`src/rtl/jab_pkg.sv`:
```
`timescale 1ns/1ps
// Package: shared types for the transmit jabber watchdog.
// Assumes: nothing beyond a single clock domain.
package jab_pkg;
    typedef enum logic {
        JS_NORMAL = 1'b0,
        JS_JABBER = 1'b1
    } jab_state_t;
endpackage

```
`src/rtl/jab_tick_counter.sv`:
```
`timescale 1ns/1ps
// Module: jab_tick_counter
// Counts strobe ticks while `run` stays high and clears on any cycle
// where `run` is low. It raises `expire` in the cycle that holds the
// LIMIT-th tick, then wraps back to zero.
// Assumes: LIMIT >= 1 and `tick` is a one-cycle strobe.
module jab_tick_counter #(
    parameter int LIMIT = 32
) (
    input  logic clk,
    input  logic rst_n,
    input  logic run,
    input  logic tick,
    output logic expire
);
    localparam int CW = (LIMIT < 2) ? 1 : $clog2(LIMIT);
    localparam logic [CW-1:0] LAST = CW'(LIMIT - 1);

    logic [CW-1:0] cnt_q;
    logic          at_last;

    // Purpose: flag the count value that the final tick completes.
    always_comb begin
        at_last = (cnt_q == LAST);
        expire  = run && tick && at_last;
    end

    // Purpose: step the count on ticks while running, clear it otherwise.
    always_ff @(posedge clk) begin
        if (!rst_n || !run) begin
            cnt_q <= '0;
        end else if (tick) begin
            if (at_last) cnt_q <= '0;
            else         cnt_q <= cnt_q + 1'b1;
        end
    end
endmodule

```
`src/rtl/jab_state_ctl.sv`:
```
`timescale 1ns/1ps
// Module: jab_state_ctl
// Holds the two-state jabber register. A trip expiry moves it into the
// jabber state and a release expiry moves it out.
// Assumes: trip_expire fires only in the normal state and rel_expire only
// in the jabber state. The top gates the counter run inputs to make this so.
module jab_state_ctl
    import jab_pkg::*;
(
    input  logic clk,
    input  logic rst_n,
    input  logic trip_expire,
    input  logic rel_expire,
    output logic jab_on
);
    jab_state_t st_q, st_d;

    // Purpose: choose the next state from the timer expiries.
    always_comb begin
        st_d = st_q;
        unique case (st_q)
            JS_NORMAL: if (trip_expire) st_d = JS_JABBER;
            JS_JABBER: if (rel_expire)  st_d = JS_NORMAL;
            default:   st_d = JS_NORMAL;
        endcase
    end

    // Purpose: register the state and clear it on reset.
    always_ff @(posedge clk) begin
        if (!rst_n) st_q <= JS_NORMAL;
        else        st_q <= st_d;
    end

    assign jab_on = (st_q == JS_JABBER);
endmodule

```
`src/rtl/jab_out_drv.sv`:
```
`timescale 1ns/1ps
// Module: jab_out_drv
// Derives the line enable and the indications from the jabber state.
// It is purely combinational, so the line enable follows the MAC request
// in the same cycle.
// Assumes: jab_on comes straight from a register.
module jab_out_drv (
    input  logic jab_on,
    input  logic mac_tx_en,
    input  logic tp_mode,
    output logic line_tx_en,
    output logic col_force,
    output logic loopback_inhibit,
    output logic jabber_led
);
    // Purpose: block the transmitter and raise the indications while jabbing.
    always_comb begin
        line_tx_en       = mac_tx_en && !jab_on;
        col_force        = jab_on;
        loopback_inhibit = jab_on && tp_mode;
        jabber_led       = jab_on;
    end
endmodule

```
`src/rtl/tx_jabber_guard.sv`:
```
`timescale 1ns/1ps
// Module: tx_jabber_guard (top)
// Transmit jabber watchdog. A trip timer runs while the MAC request is
// held outside the jabber state. A release timer runs while the request
// is idle inside the jabber state.
// Assumes: `tick` is a one-cycle strobe from a slow time base, and the
// limits are given in ticks.
module tx_jabber_guard #(
    parameter int TRIP_TICKS    = 32,
    parameter int RELEASE_TICKS = 256
) (
    input  logic clk,
    input  logic rst_n,
    input  logic tick,
    input  logic mac_tx_en,
    input  logic tp_mode,
    output logic line_tx_en,
    output logic jabber,
    output logic col_force,
    output logic loopback_inhibit,
    output logic jabber_led
);
    logic jab_on;
    logic trip_run, rel_run;
    logic trip_expire, rel_expire;

    // Purpose: run each timer only in its own state and input condition.
    always_comb begin
        trip_run = mac_tx_en && !jab_on;
        rel_run  = !mac_tx_en && jab_on;
    end

    jab_tick_counter #(.LIMIT(TRIP_TICKS)) u_trip (
        .clk    (clk),
        .rst_n  (rst_n),
        .run    (trip_run),
        .tick   (tick),
        .expire (trip_expire)
    );

    jab_tick_counter #(.LIMIT(RELEASE_TICKS)) u_release (
        .clk    (clk),
        .rst_n  (rst_n),
        .run    (rel_run),
        .tick   (tick),
        .expire (rel_expire)
    );

    jab_state_ctl u_state (
        .clk         (clk),
        .rst_n       (rst_n),
        .trip_expire (trip_expire),
        .rel_expire  (rel_expire),
        .jab_on      (jab_on)
    );

    jab_out_drv u_out (
        .jab_on           (jab_on),
        .mac_tx_en        (mac_tx_en),
        .tp_mode          (tp_mode),
        .line_tx_en       (line_tx_en),
        .col_force        (col_force),
        .loopback_inhibit (loopback_inhibit),
        .jabber_led       (jabber_led)
    );

    assign jabber = jab_on;
endmodule

```
`config.mk`:
```
export PLATFORM = sky130hd
export DESIGN_NAME = tx_jabber_guard
export DESIGN_NICKNAME = d
export VERILOG_FILES = /design/src/rtl/jab_pkg.sv /design/src/rtl/jab_tick_counter.sv /design/src/rtl/jab_state_ctl.sv /design/src/rtl/jab_out_drv.sv /design/src/rtl/tx_jabber_guard.sv
export SDC_FILE = /design/constraint.sdc
export NUM_CORES = 1
export LEC_CHECK = 0
export BUFFER_PORTS_ARGS = -buffer_cell sky130_fd_sc_hd__buf_2
export CAP_MARGIN = 20
export CORE_UTILIZATION = 50
export CTS_BUF_LIST = sky130_fd_sc_hd__clkbuf_2 sky130_fd_sc_hd__clkbuf_4 sky130_fd_sc_hd__clkbuf_8
export CTS_CLUSTER_SIZE = 14
export DETAILED_ROUTE_END_ITERATION = 12
export MAX_ROUTING_LAYER = met4
export PLACE_DENSITY = 0.74
export SYNTH_ARGS = -nofsm -noshare
export SYNTH_HDL_FRONTEND = slang
export SYNTH_SLANG_ARGS = --single-unit
export TNS_END_PERCENT = 30
```
`constraint.sdc`:
```
create_clock -name clk -period 1.6 [get_ports clk]
set_input_delay 0.08 -clock clk [delete_from_list [all_inputs] [get_ports clk]]
set_output_delay 0.08 -clock clk [all_outputs]
set_load 0.05 [all_outputs]
```
==> out/summary.txt <==
Worst vdd ir - 661 uV
Synth-to-Final Area Change - 16.5%
Post-synth top area cell - dfxtp_1
Number of diodes - 0
Worst slew margin - 82.9%
Clock Tree Buf Depth - 2
Status - completed
P_int - 501 uW
Total of warnings raised by yosys - 0
Gate power share - 5.1%
Clock net sink count - 14
Critical Path Start Type - register
CP endpoint kind - register
HPWL after DPL - 916 um
Vias per cell - 5.62
Switching power - 135 uW
Inserted Clock Buffers - 3
Sequential-to-total area share from yosys stat - 41.1%
Worst Path Max Fanout - 4
Layout cells sized above 1 - 23.3%
Largest net degree at the start of global routing - 14
Filler instances - 98
Finished Core Util - 67.0%
Post-Place Worst Slack - 43.1 ps
Post-route setup slack - 84.1 ps
Req. time, crit path - 1820 ps
Initial antenna violation count - 0
Worst-Margin Slew - 253 ps
Storage cell area - 282 sq um
Cell family with most CP delay - simple AND/OR/NAND/NOR gates
Chip height - 38.9 um
Skew final - 1.77 ps
WP data arrival - 1730 ps
Syn nets - 86
CTS Hold Bufs - 0
Drt pass-1 iters - 4
Root Driver - clkbuf_4
Syn avg cell area - 8.86 sq um
Worst-Skew Late Latency - 280 ps
Overflow after GRT - 0
DR iter-0 viols - 7
DRC viols - 0
Ports - 10
Footprint of the multi-input gates - 388 sq um
Number of H-tree levels - 1
Critical path class - reg2reg
Endpoints failing hold - 0
Final ANT Viol Nets - 0
Crit. Startpoint - u_trip.cnt_q[1]
Global-route wire length before repair - 1.97 mm
DIE AREA - 1520 sq um
HP Class - in2reg
GRT Total Usage - 20.4%
Buffers and inverters on the worst path - 0
Postcts setup bufs - 0
Yosys cell types - 27
Slew Limit Fails - 0
Synth Cell Area - 682 sq um
Post-synthesis cell count - 77
Core area - 1190 sq um
Crit path cell chain - ha_2 -> and3_4 -> ha_1 -> or4_1 -> a21oi_1
Leak Pwr - 0.000302 uW
Layout Nets - 100
Setup TNS - 0 ps
Post-synthesis register bit count - 14
DIE WIDTH - 38.9 um
Unrepaired setup endpoints after global routing - no
Hold_sp - rst_n
Clk slew on worst S/H paths - 80 ps
Routability Congestion - 0.843
Vias in the first global route - 486
Yosys top cell area share - 41.1%
Via count - 584
Starting Density - 57.5%
TritonCTS clock tree - built
CP max-delay cell - or4_1
Max Cap Violations - 0
Share of power burned in registers - 55.1%
Net Sw Frac - 21.3%
Fmax - 660 MHz
Clock power frac - 39.7%
Area contributors post-synth - dfxtp_1 41%, ha_1 7.3%, a21oi_1 5.9%
Tmin final - 1520 ps
Port bufs - 9
Row cnt - 12
Setup-failing EPs final - 0
Power Density - 801 nW/um^2
Fin crit share - 94.7%
Worst reg2reg setup slack - 80 ps
Worst r2r src - u_trip.cnt_q[1]
Crit-path max cell delay - 460 ps
Wire length per cell - 12.0 um
Overall routed net length - 1.24 mm
-- final timing paths --
check,endpoint,depth (start not counted)
worst max-delay path,u_trip.cnt_q[3],5
worst min-delay path,u_state.jab_on,2
worst max register to register,u_trip.cnt_q[3],5
worst min register to register,u_release.cnt_q[7],2
-- stage by stage --
step,cells,hold WS (ps),power (uW),cell area [sq um]
3_5_place_dp,100,371,391,749
6_report,104,74.4,636,795
2_1_floorplan,77,234,379,684
5_1_grt,104,82.0,654,795
3_3_place_gp,100,365,391,749
4_1_cts,104,67.5,644,786
-- flip-flops by register name, summed over array words and instances, names as in the netlist --
name and flops:
u_release.cnt_q 8, u_state.jab_on 1, u_trip.cnt_q 5
-- power groups by stage --
stage          clock, uW  combinational [uW]  sequential (uW)
2_1_floorplan          0                19.8              359
3_3_place_gp           0                31.9              359
3_5_place_dp           0                32.1              359
4_1_cts              261                32.4              351
5_1_grt              267                35.7              351
6_report             253                32.7              351
-- kinds of logic after synthesis --
kind of cell,Yosys count,share of synthesized area [%]
AO/OA/AOI/OAI,17,14.1
XOR/XNOR,4,5.14
adder cells (fa/ha/maj),4,7.34
buffers and inverters,4,3.48
flip-flops,14,41.1
multiplexers,2,2.94
AND/OR/NAND/NOR,32,25.9
-- cells in the mapped netlist, drive strengths merged --
master and instances:
inv 1, nor4bb 1, and3 1, o21ai 4
a31oi 1, xnor2 1, dfxtp 14, a21boi 1
o31ai 2, nand3b 2, nor2b 1, nand4 3
nor3b 1, or4 2, or3 2, o21bai 1
a21oi 8, buf 3, mux2i 2, and2 1
nand3 5, nand2 5, ha 4, xor2 3
nor2 8
-- repair_timing --
action                                 in CTS  in global routing
resized for setup                           0                  3
setup endpoints to repair                   0                  2
endpoints found under the hold margin       0                  0
-- placed cells by master, fill, tap and decap left out, drive strengths merged, types with 3 or more instances in the layout --
cell type	n
xor2	3
nand4	3
ha	4
o21ai	4
dfxtp	14
nand2	5
nand3	5
buf	12
clkbuf	4
a21oi	8
nor2	8
-- routing by layer --
layer  part of all wire [%]  vias to the layer above  global-route usage (%)
met5                      0                        -                       -
met4                    2.0                        0                    10.3
met3                    3.9                        4                    5.20
met2                     40                       15                    30.0
met1                     54                      257                    25.7
li1                       -                      308                       -
-- cell type report --
| cell class | count | area share (%) |
|---|---|---|
| inverters | 1 | 0.472 |
| repair buffers | 12 | 8.50 |
| flip-flops and latches | 14 | 35.4 |
| multi-input cells | 59 | 48.8 |
| clock buffers | 4 | 4.57 |
| well taps | 14 | 2.20 |
Power figures use the tool's default switching activity.
